[config.mk]
export PLATFORM = sky130hd
export DESIGN_NAME = seqpf_engine
export DESIGN_NICKNAME = d
export VERILOG_FILES = /design/src/rtl/seqpf_pkg.sv /design/src/rtl/seqpf_walker.sv /design/src/rtl/seqpf_issue.sv /design/src/rtl/seqpf_reply.sv /design/src/rtl/seqpf_engine.sv
export SDC_FILE = /design/constraint.sdc
export NUM_CORES = 1
export LEC_CHECK = 0
export BUFFER_PORTS_ARGS = -buffer_cell sky130_fd_sc_hd__buf_4
export CORE_MARGIN = 2
export CORE_UTILIZATION = 50
export CTS_CLUSTER_SIZE = 28
export DETAILED_ROUTE_END_ITERATION = 8
export HOLD_SLACK_MARGIN = 0.02
export PLACE_DENSITY = 0.82
export SETUP_SLACK_MARGIN = 0.4
export SYNTH_ARGS = -nofsm -noshare
export SYNTH_HDL_FRONTEND = slang
export SYNTH_SLANG_ARGS = --single-unit
[constraint.sdc]
create_clock -name clk -period 1.95 [get_ports clk]
set_input_delay 0.0975 -clock clk [delete_from_list [all_inputs] [get_ports clk]]
set_output_delay 0.0975 -clock clk [all_outputs]
set_load 0.02 [all_outputs]
[src/rtl/seqpf_pkg.sv]
package seqpf_pkg;

  typedef enum logic {
    RQ_DEMAND   = 1'b0,
    RQ_PREFETCH = 1'b1
  } rq_kind_e;

  typedef enum logic [1:0] {
    RP_DEM_DATA = 2'b00,
    RP_PF_DATA  = 2'b01,
    RP_PF_NEG   = 2'b10,
    RP_RSVD     = 2'b11
  } rp_kind_e;

  // a reply carries a block only for the two data codes
  function automatic logic reply_fills(input logic [1:0] k);
    return (k == RP_DEM_DATA) || (k == RP_PF_DATA);
  endfunction

endpackage

[src/rtl/seqpf_walker.sv]
module seqpf_walker
  import seqpf_pkg::*;
#(
  parameter int ADDR_W  = 16,
  parameter int MAX_DEG = 7,
  parameter int DEG_W   = $clog2(MAX_DEG + 1)
) (
  input  logic              clk,
  input  logic              rst_n,
  input  logic              start,
  input  logic [ADDR_W-1:0] start_addr,
  input  logic [DEG_W-1:0]  start_deg,
  output logic              lk_vld,
  output logic [ADDR_W-1:0] lk_addr
);

  localparam logic [DEG_W-1:0] DEG_CAP = DEG_W'(MAX_DEG);
  localparam logic [DEG_W-1:0] DEG_ONE = DEG_W'(1);

  // next block, modulo the block address space
  function automatic logic [ADDR_W-1:0] step_blk(input logic [ADDR_W-1:0] a);
    return a + ADDR_W'(1);
  endfunction

  function automatic logic [DEG_W-1:0] cap_deg(input logic [DEG_W-1:0] d);
    return (d > DEG_CAP) ? DEG_CAP : d;
  endfunction

  logic [ADDR_W-1:0] cand_q;
  logic [DEG_W-1:0]  left_q;
  logic              walk_q;
  logic [DEG_W-1:0]  deg_eff;

  assign deg_eff = cap_deg(start_deg);

  always_ff @(posedge clk) begin
    if (!rst_n) begin
      cand_q <= '0;
      left_q <= '0;
      walk_q <= 1'b0;
    end else if (start) begin
      cand_q <= step_blk(start_addr);
      left_q <= deg_eff;
      walk_q <= (deg_eff != '0);
    end else if (walk_q) begin
      cand_q <= step_blk(cand_q);
      left_q <= left_q - DEG_ONE;
      walk_q <= (left_q != DEG_ONE);
    end
  end

  assign lk_vld  = walk_q;
  assign lk_addr = cand_q;

  AST_LOOKUP_STEP: assert property (@(posedge clk) disable iff (!rst_n)
    (lk_vld && $past(lk_vld) && !$past(start)) |-> (lk_addr == $past(lk_addr) + ADDR_W'(1)));

  AST_RESTART_AT_MISS: assert property (@(posedge clk) disable iff (!rst_n)
    start |=> (!lk_vld || lk_addr == $past(start_addr) + ADDR_W'(1)));

  AST_ZERO_DEG_IDLE: assert property (@(posedge clk) disable iff (!rst_n)
    (start && start_deg == '0) |=> !lk_vld);

endmodule

[src/rtl/seqpf_issue.sv]
module seqpf_issue
  import seqpf_pkg::*;
#(
  parameter int ADDR_W = 16
) (
  input  logic              clk,
  input  logic              rst_n,
  input  logic              miss_vld,
  input  logic [ADDR_W-1:0] miss_addr,
  input  logic              lk_vld,
  input  logic [ADDR_W-1:0] lk_addr,
  input  logic              lk_hit,
  input  logic              pq_busy,
  output logic              rq_vld,
  output logic              rq_kind,
  output logic [ADDR_W-1:0] rq_addr
);

  // named events for the checks below
  logic ev_cand_free;
  logic ev_pf_issue;
  logic ev_pf_drop;

  assign ev_cand_free = lk_vld && !lk_hit && !pq_busy;
  assign ev_pf_issue  = ev_cand_free && !miss_vld;
  assign ev_pf_drop   = lk_vld && miss_vld;

  always_ff @(posedge clk) begin
    if (!rst_n) begin
      rq_vld  <= 1'b0;
      rq_kind <= RQ_DEMAND;
      rq_addr <= '0;
    end else if (miss_vld) begin
      rq_vld  <= 1'b1;
      rq_kind <= RQ_DEMAND;
      rq_addr <= miss_addr;
    end else if (ev_pf_issue) begin
      rq_vld  <= 1'b1;
      rq_kind <= RQ_PREFETCH;
      rq_addr <= lk_addr;
    end else begin
      rq_vld  <= 1'b0;
    end
  end

  AST_DEMAND_FIRST: assert property (@(posedge clk) disable iff (!rst_n)
    miss_vld |=> (rq_vld && rq_kind == RQ_DEMAND && rq_addr == $past(miss_addr)));

  AST_PF_FILTERED: assert property (@(posedge clk) disable iff (!rst_n)
    (rq_vld && rq_kind == RQ_PREFETCH) |-> $past(lk_vld && !lk_hit && !pq_busy));

  AST_NO_SPONTANEOUS: assert property (@(posedge clk) disable iff (!rst_n)
    rq_vld |-> $past(miss_vld || lk_vld));

  AST_ABORT_DROPS: assert property (@(posedge clk) disable iff (!rst_n)
    ev_pf_drop |=> (rq_kind == RQ_DEMAND));

endmodule

[src/rtl/seqpf_reply.sv]
module seqpf_reply
  import seqpf_pkg::*;
#(
  parameter int ADDR_W = 16
) (
  input  logic              clk,
  input  logic              rst_n,
  input  logic              miss_vld,
  input  logic [ADDR_W-1:0] miss_addr,
  input  logic              rp_vld,
  input  logic [1:0]        rp_kind,
  input  logic [ADDR_W-1:0] rp_addr,
  output logic              stall,
  output logic              fill_vld,
  output logic [ADDR_W-1:0] fill_addr,
  output logic              fill_pf
);

  logic [ADDR_W-1:0] dem_addr_q;
  logic              ev_dem_back;

  assign ev_dem_back = rp_vld && (rp_kind == RP_DEM_DATA) && (rp_addr == dem_addr_q);

  always_ff @(posedge clk) begin
    if (!rst_n) begin
      stall      <= 1'b0;
      dem_addr_q <= '0;
    end else if (miss_vld) begin
      stall      <= 1'b1;
      dem_addr_q <= miss_addr;
    end else if (ev_dem_back) begin
      stall      <= 1'b0;
    end
  end

  always_ff @(posedge clk) begin
    if (!rst_n) begin
      fill_vld  <= 1'b0;
      fill_addr <= '0;
      fill_pf   <= 1'b0;
    end else begin
      fill_vld  <= rp_vld && reply_fills(rp_kind);
      fill_addr <= rp_addr;
      fill_pf   <= (rp_kind == RP_PF_DATA);
    end
  end

  AST_NEG_NO_FILL: assert property (@(posedge clk) disable iff (!rst_n)
    (rp_vld && rp_kind == RP_PF_NEG) |=> !fill_vld);

  AST_STALL_RELEASE: assert property (@(posedge clk) disable iff (!rst_n)
    $fell(stall) |-> $past(rp_vld && rp_kind == RP_DEM_DATA));

  AST_STALL_ON_MISS: assert property (@(posedge clk) disable iff (!rst_n)
    miss_vld |=> stall);

endmodule

[src/rtl/seqpf_engine.sv]
module seqpf_engine
  import seqpf_pkg::*;
#(
  parameter int ADDR_W  = 16,
  parameter int MAX_DEG = 7,
  localparam int DEG_W  = $clog2(MAX_DEG + 1)
) (
  input  logic              clk,
  input  logic              rst_n,
  input  logic              miss_vld,
  input  logic [ADDR_W-1:0] miss_addr,
  input  logic [DEG_W-1:0]  degree,
  output logic              lk_vld,
  output logic [ADDR_W-1:0] lk_addr,
  input  logic              lk_hit,
  output logic [ADDR_W-1:0] pq_addr,
  input  logic              pq_busy,
  output logic              rq_vld,
  output logic              rq_kind,
  output logic [ADDR_W-1:0] rq_addr,
  input  logic              rp_vld,
  input  logic [1:0]        rp_kind,
  input  logic [ADDR_W-1:0] rp_addr,
  output logic              fill_vld,
  output logic [ADDR_W-1:0] fill_addr,
  output logic              fill_pf,
  output logic              stall
);

  logic              walk_vld;
  logic [ADDR_W-1:0] walk_addr;

  seqpf_walker #(.ADDR_W(ADDR_W), .MAX_DEG(MAX_DEG), .DEG_W(DEG_W)) u_walk (
    .clk        (clk),
    .rst_n      (rst_n),
    .start      (miss_vld),
    .start_addr (miss_addr),
    .start_deg  (degree),
    .lk_vld     (walk_vld),
    .lk_addr    (walk_addr)
  );

  assign lk_vld  = walk_vld;
  assign lk_addr = walk_addr;
  assign pq_addr = walk_addr;

  seqpf_issue #(.ADDR_W(ADDR_W)) u_issue (
    .clk       (clk),
    .rst_n     (rst_n),
    .miss_vld  (miss_vld),
    .miss_addr (miss_addr),
    .lk_vld    (walk_vld),
    .lk_addr   (walk_addr),
    .lk_hit    (lk_hit),
    .pq_busy   (pq_busy),
    .rq_vld    (rq_vld),
    .rq_kind   (rq_kind),
    .rq_addr   (rq_addr)
  );

  seqpf_reply #(.ADDR_W(ADDR_W)) u_reply (
    .clk       (clk),
    .rst_n     (rst_n),
    .miss_vld  (miss_vld),
    .miss_addr (miss_addr),
    .rp_vld    (rp_vld),
    .rp_kind   (rp_kind),
    .rp_addr   (rp_addr),
    .stall     (stall),
    .fill_vld  (fill_vld),
    .fill_addr (fill_addr),
    .fill_pf   (fill_pf)
  );

  AST_RESET_QUIET: assert property (@(posedge clk)
    $past(!rst_n) |-> (!rq_vld && !lk_vld && !fill_vld && !stall));

endmodule

==> results of run 1 <==
-- per-stage QoR --
stage	total power, mW	worst slack (ns)	instances	cell area, um2
final	3.51	0.353	568	4730
after global routing	3.65	0.262	568	4730
after CTS	3.51	0.374	565	4650
after detailed placement	2.41	0.301	526	4250
after global placement	2.39	0.379	526	4250
after floorplan	2.13	0.399	362	3460
-- kinds of logic (layout without fill, tap and decap cells) --
kind of cell	after synthesis	after routing	synth area share (%)
buf+inv	45	171	7.53
fa+ha+maj	3	3	1.09
mux	26	26	7.93
compound gates	52	52	11.8
xor+xnor	34	34	8.66
flops	73	73	42.5
simple gates	129	129	20.5
-- synthesized netlist by cell type, drive strengths merged, types with 2 or more instances --
master | instances | area (um2)
clkbuf | 10 | 38.8
a21oi | 4 | 23.8
and3b | 2 | 17.5
nand2 | 44 | 165
nor4 | 2 | 12.5
nand3b | 5 | 37.5
o21ai | 20 | 100
nand4b | 2 | 23.8
buf | 25 | 183
xor2 | 6 | 52.6
nor2b | 16 | 100
o211a | 15 | 150
xnor2 | 28 | 245
ha | 3 | 37.5
dfxtp | 73 | 1460
nand3 | 9 | 50.1
nor2 | 5 | 18.8
a21boi | 7 | 63.8
nand2b | 7 | 43.8
inv | 10 | 37.5
and2 | 22 | 138
a22oi | 2 | 33.8
a211oi | 2 | 20.0
nand4 | 9 | 62.6
nor3 | 3 | 15.0
mux2i | 26 | 273
-- critical path: stages (launching register included) --
cell and delay (ns):
dfxtp_4 0.35, inv_2 0.03, o21ai_2 0.14, ha_2 0.21, a21boi_4 0.29, buf_6 0.15, xnor2_2 0.09, nand2_1 0.07
o211a_1 0.14
-- per-layer routing --
metal  global-route usage, %  vias up  routed length [um]
met5                       0        -                   0
met4                    8.95        0                 142
met3                    3.70       14                 520
met2                    38.7      105                4200
met1                    29.5     1371                3920
li1                        -     1450                   -
-- sequential cells by signal (all words and copies together), names as in the netlist --
signal / flops
u_issue.rq_kind: 1
u_reply.stall: 1
u_walk.left_q: 3
u_issue.rq_addr: 16
u_walk.lk_addr: 16
u_reply.fill_vld: 1
u_reply.dem_addr_q: 16
u_reply.fill_addr: 16
u_walk.lk_vld: 1
u_issue.rq_vld: 1
u_reply.fill_pf: 1
-- power by group through the flow --
stage	combinational (mW)	sequential (mW)	clock, mW
floorplan	0.358	1.77	0
detailed placement	0.716	1.69	0
CTS	0.765	1.66	1.09
finish	0.782	1.66	1.07
global route	0.839	1.67	1.14
global placement	0.703	1.69	0
-- timing repair --
item / CTS / global route
setup endpoints to repair: 5 / 25
resized for setup: 1 / 13
hold buffers: 19 / 0
setup buffers: 4 / 3
endpoints found under the hold margin: 19 / 0
pin swaps: 3 / 10
-- worst paths after layout --
kind,startpoint,endpoint,slack (ns),depth (start not counted)
hold reg to reg,u_walk.lk_addr[15]$_SDFFE_PN0P_,u_walk.lk_addr[15]$_SDFFE_PN0P_,0.48,2
hold / removal,miss_addr[15],u_reply.dem_addr_q[15]$_SDFFE_PN0P_,0.02,3
setup reg to reg,u_walk.lk_addr[0]$_SDFFE_PN0P_,u_walk.lk_addr[4]$_SDFFE_PN0P_,0.35,8
setup / recovery,u_walk.lk_addr[0]$_SDFFE_PN0P_,u_walk.lk_addr[4]$_SDFFE_PN0P_,0.35,8
-- cell type report --
cell class / instances / area share, %
inverter: 10 / 0.794
clock inverter: 6 / 0.900
tap: 80 / 2.12
clock buffer: 10 / 2.91
timing repair buffer: 145 / 24.6
multi-input combinational: 244 / 37.5
sequential: 73 / 31.1
==> metrics.md, run 1 <==
| Metric | Value |
|---|---|
| Status | finished, final reports clean |
| Global-route wire length before repair | 13.6 mm |
| DRC Markers | 0 |
| Synthesized Nets | 408 |
| Row Count | 30 |
| Gr usage total | 23.0% |
| Switch share | 29.9% |
| Via density | 5.18 |
| # IOs | 113 |
| Reg power frac | 47.2% |
| Nets | 529 |
| Hpwl dp | 6.02 mm |
| Worst-skew pair later-pin latency | 0.35 ns |
| RSZ-0062 raised after global routing | true |
| Initial antenna violation count | 0 |
| EDFF count, synth | 0 |
| Most common cell after layout, fill and taps aside | buf_4 |
| Die area | 7560 um2 |
| Hold Path Class | input port to flip-flop |
| Clk sink count | 73 |
| Tcrit/Tclk final | 81.9% |
| Starting density of the core | 51.2% |
| Chip height | 86.9 um |
| Fill count | 483 |
| H-tree depth | 3 |
| Clock power frac | 30.5% |
| Syn avg cell area | 9.50 um2 |
| WHS | 0.0248 ns |
| Setup TNS | 0 ns |
| Pint | 2.46 mW |
| Clock Path Buffers | 2 |
| Period minus WS final | 1.60 ns |
| Max Clk Rate | 626 MHz |
| CP Data Arrival Time | 1.83 ns |
| Kind of end point of the critical path | flip-flop |
| Worst IR drop on VDD | 0.559 mV |
| Vias in the first global route | 2829 |
| TritonCTS clock tree | yes |
| Multi-input logic area | 1770 um2 |
| Remaining Overflow, GRT | 0 |
| Die Wd | 86.9 um |
| Crit Path Max Fanout | 7 |
| Max-slew headroom | 67.7% |
| Antenna Nets Post-Route | 0 |
| Worst Tran Pin Value | 0.472 ns |
| IO buf count | 112 |
| Lkg Pwr | 2.20 nW |
| FF+latch count, synth | 73 |
| DR iter-0 viols | 132 |
| Post-synth cell types | 44 |
| Area Overhead vs Synth | 37.5% |
| Drt first pass iters | 4 |
| Final setup vio count | 0 |
| Most frequent cells in the layout | buf_4, dfxtp_1, nand2_1 |
| Max Transition Viols Final | 0 |
| Register area share after synthesis | 42.5% |
| Sequential cell area | 1470 um2 |
| Layout cells sized above 1 | 34.0% |
| Power Density | 744 nW/um2 |
| Critical path class | flip-flop to flip-flop |
| Max-cap viol count | 0 |
| Root buffer cell | clkbuf_8 |
| Post-synthesis async set-or-reset flop share | 0% |
| Synth Instances | 362 |
| Largest net degree at the start of global routing | 37 |
| WP data required | 2.19 ns |
| Vias | 2940 |
| Antenna Diode Count | 0 |
| Clock Pin Slew Worst Setup and Hold Paths | 0.08 ns |
| Switch Pwr | 1.05 mW |
| Wire per inst | 15.5 um |
| Crit path launch type | flip-flop |
| GP Congestion | 0.881 |
| TritonCTS Buffers | 9 |
| Setup Skew | 0.00878 ns |
| Final core occ | 70.4% |
| Netlist Area Pre-Place | 3440 um2 |
| WL final | 8.78 mm |
| Ys flop type | dfxtp_1 |
| Core ar. | 6720 um2 |
| Comb pwr share | 22.2% |
| Yosys warning count | 0 |
| Final hold vios | 0 |
Note: power is estimated with default switching activity, not from simulation.
==> inputs of run 2 (changes only) <==
--- a/config.mk
+++ b/config.mk
@@ -7,11 +7,11 @@
 export LEC_CHECK = 0
 export BUFFER_PORTS_ARGS = -buffer_cell sky130_fd_sc_hd__buf_4
 export CORE_MARGIN = 2
-export CORE_UTILIZATION = 50
+export CORE_UTILIZATION = 46
 export CTS_CLUSTER_SIZE = 28
 export DETAILED_ROUTE_END_ITERATION = 8
 export HOLD_SLACK_MARGIN = 0.02
-export PLACE_DENSITY = 0.82
+export PLACE_DENSITY = 0.8
 export SETUP_SLACK_MARGIN = 0.4
 export SYNTH_ARGS = -nofsm -noshare
 export SYNTH_HDL_FRONTEND = slang
==> constraint.sdc (replaced) <==
create_clock -name clk -period 1.4 [get_ports clk]
set_input_delay 0.07 -clock clk [delete_from_list [all_inputs] [get_ports clk]]
set_output_delay 0.07 -clock clk [all_outputs]
set_load 0.02 [all_outputs]
==> run 2 against run 1 <==
Effect of this change:
- the run now ends with negative setup slack left
- maximum frequency decreased by 2.8%
- register-to-register slack got worse by 0.60 ns
- worst hold slack got worse by 0.0051 ns
- wire length increased by 29%
- final cell count increased by 10%
- largest power group unchanged
- sequential power increased by 40%
- non-clock buffer count increased by 39
- critical path depth decreased by 1
- first-iteration DRC count increased by 130%
- clock skew increased by 0.0021 ns
==> metrics.md, run 2 (same netlist as run 1, synthesis figures left out) <==
| Metric | Value |
|---|---|
| Layout Cells excl Fill | 627 (was 568) |
| Hold Path Class | input port to flip-flop (unchanged) |
| Antenna Nets Post-Route | 0 (unchanged) |
| Critical path class | flip-flop to flip-flop (unchanged) |
| WL final | 11.3 mm (was 8.78 mm) |
| DR iter-0 viols | 302 (was 132) |
| Vias in the first global route | 3193 (was 2829) |
| Crit path launch type | flip-flop (unchanged) |
| Via density | 5.32 (was 5.18) |
| Clk sink count | 73 (unchanged) |
| Layout cells sized above 1 | 47.0% (was 34.0%) |
| Most frequent cells in the layout | buf_4, dfxtp_1, nand2_1 (unchanged) |
| Nets | 571 (was 529) |
| Critical path endpoint | u_walk.lk_addr[4]$_SDFFE_PN0P_ (unchanged) |
| Crit Path Max Fanout | 8 (was 7) |
| Vias | 3338 (was 2940) |
| Remaining Overflow, GRT | 0 (unchanged) |
| Setup Skew | 0.0109 ns (was 0.00878 ns) |
| Largest net degree at the start of global routing | 40 (was 37) |
| CP startpoint | u_walk.lk_addr[0]$_SDFFE_PN0P_ (unchanged) |
| Max Clk Rate | 608 MHz (was 626 MHz) |
| Die Wd | 90.5 um (was 86.9 um) |
| Max Transition Viols Final | 0 (unchanged) |
| Worst Hold Path Cells | 3 (unchanged) |
| Kind of end point of the critical path | flip-flop (unchanged) |
| Dpl cell area | 4480 um2 (was 4250 um2) |
| Power Density | 946 nW/um2 (was 744 nW/um2) |
| GP Congestion | 0.834 (was 0.881) |
| Max-slew headroom | 73.8% (was 67.7%) |
| Failing checks | negative setup slack |
| Worst IR drop on VDD | 0.598 mV (was 0.559 mV) |
| Core ar. | 7250 um2 (was 6720 um2) |
| Worst Reg2Reg Path Length in Cells | 7 (was 8) |
| Global-route wire length before repair | 16.6 mm (was 13.6 mm) |
| Root buffer cell | clkbuf_8 (unchanged) |
| Lkg Pwr | 2.50 nW (was 2.20 nW) |
| Final hold vios | 0 (unchanged) |
| Clock Pin Slew Worst Setup and Hold Paths | 0.08 ns (about the same) |
| WP data required | 1.64 ns (was 2.19 ns) |
| Final core occ | 74.9% (was 70.4%) |
| Hold Path Origin | miss_addr[10] (was miss_addr[15]) |
| R2R setup slack | -0.24 ns (was 0.35 ns) |
| Worst-skew pair later-pin latency | 0.35 ns (about the same) |
| Clock Path Buffers | 2 (unchanged) |
| Max-cap viol count | 0 (unchanged) |
| Reg2reg end | u_walk.lk_addr[4]$_SDFFE_PN0P_ (unchanged) |
| Period minus WS final | 1.64 ns (was 1.60 ns) |
| Placed cells | 559 (was 526) |
| Die area | 8180 um2 (was 7560 um2) |
| Status | complete, but fails checks (was finished, final reports clean) |
| Reg-to-Reg Start | u_walk.lk_addr[0]$_SDFFE_PN0P_ (unchanged) |
| Initial antenna violation count | 0 (unchanged) |
| Wire per inst | 18.1 um (was 15.5 um) |
| Chip height | 90.5 um (was 86.9 um) |
| # IOs | 113 (unchanged) |
| Gr usage total | 25.6% (was 23.0%) |
| Fin area | 5430 um2 (was 4730 um2) |
| Starting density of the core | 47.4% (was 51.2%) |
| CP Data Arrival Time | 1.88 ns (was 1.83 ns) |
| Antenna Diode Count | 0 (unchanged) |
| Drt first pass iters | 5 (was 4) |
| Row Count | 31 (was 30) |
| Fill count | 449 (was 483) |
| DRC Markers | 0 (unchanged) |
| IO buf count | 112 (unchanged) |
| RSZ-0062 raised after global routing | true (unchanged) |
| TritonCTS clock tree | yes (unchanged) |
| WHS | 0.0196 ns (was 0.0248 ns) |
| Setup ws final | -0.244 ns (was 0.353 ns) |
| Most common cell after layout, fill and taps aside | buf_4 (unchanged) |
| Worst Tran Pin Value | 0.382 ns (was 0.472 ns) |
| Hpwl dp | 6.15 mm (was 6.02 mm) |
| Final setup vio count | 14 (was 0) |
| TritonCTS Buffers | 9 (unchanged) |
| Area Overhead vs Synth | 58.0% (was 37.5%) |
| H-tree depth | 3 (unchanged) |
| Setup TNS | -2.14 ns (was 0 ns) |
| Tcrit/Tclk final | 117% (was 81.9%) |
==> run 2: cell count changes in the layout (fill, tap and decap cells not counted), sizes merged <==
cell         previous run  this run
dlygate4sd3            19        24
clkinvlp                2         0
buf                   126       160
or2                     1         4
==> run 2: report_power, final <==
| group | switching, mW | internal [mW] | leakage, nW |
|---|---|---|---|
| sequential | 0.104 | 2.21 | 0.615 |
| combinational | 0.705 | 0.728 | 1.80 |
| clock | 0.775 | 0.616 | 0.0821 |
==> run 2: what timing repair did <==
item,4_1_cts,5_1_grt
pin swaps,20,25
resized for setup,62,31
hold endpoints to repair,23,0
setup buffers,15,11
gates cloned,4,0
hold buffers,24,0
endpoints found under the setup margin,44,55
==> run 2: worst min path at each step <==
stage                                          end
2_1_floorplan      u_reply.fill_addr[0]$_SDFF_PN0_
6_report       u_reply.dem_addr_q[10]$_SDFFE_PN0P_
5_1_grt         u_reply.dem_addr_q[7]$_SDFFE_PN0P_
3_5_place_dp       u_reply.fill_addr[8]$_SDFF_PN0_
3_3_place_gp      u_reply.fill_addr[15]$_SDFF_PN0_
4_1_cts        u_reply.dem_addr_q[10]$_SDFFE_PN0P_
==> run 2: layout make-up <==
type / count / area (um2) / area share [%]
Tap cell: 99 / 124 / 2.28
Sequential cell: 73 / 1510 / 27.8
Multi-Input combinational cell: 247 / 1980 / 36.5
Inverter: 10 / 40.0 / 0.737
Timing Repair Buffer: 184 / 1630 / 29.9
Clock buffer: 10 / 128 / 2.35
Clock inverter: 4 / 21.3 / 0.391
==> run 2: per-stage QoR <==
step           power, mW  setup WS [ns]
2_1_floorplan       3.01         -0.103
3_3_place_gp        3.41         -0.108
3_5_place_dp        3.44         -0.168
4_1_cts             4.97         -0.124
5_1_grt             5.35         -0.306
6_report            5.14         -0.244
==> run 2: worst max-delay path: stages, from the launching register on <==
cell	delay, ns
dfxtp_4	0.36
inv_2	0.05
o21ai_4	0.16
ha_4	0.18
a21boi_4	0.32
nand2_1	0.11
xnor2_1	0.13
o211a_1	0.20
==> run 2: per-layer routing <==
metal  wire length (um)  up-vias  global-route usage, %
li1                   -     1537                      -
met1               4500     1602                   30.7
met2               5640      172                   43.1
met3                751       27                   5.93
met4                431        0                   12.7
met5                  0        -                      0
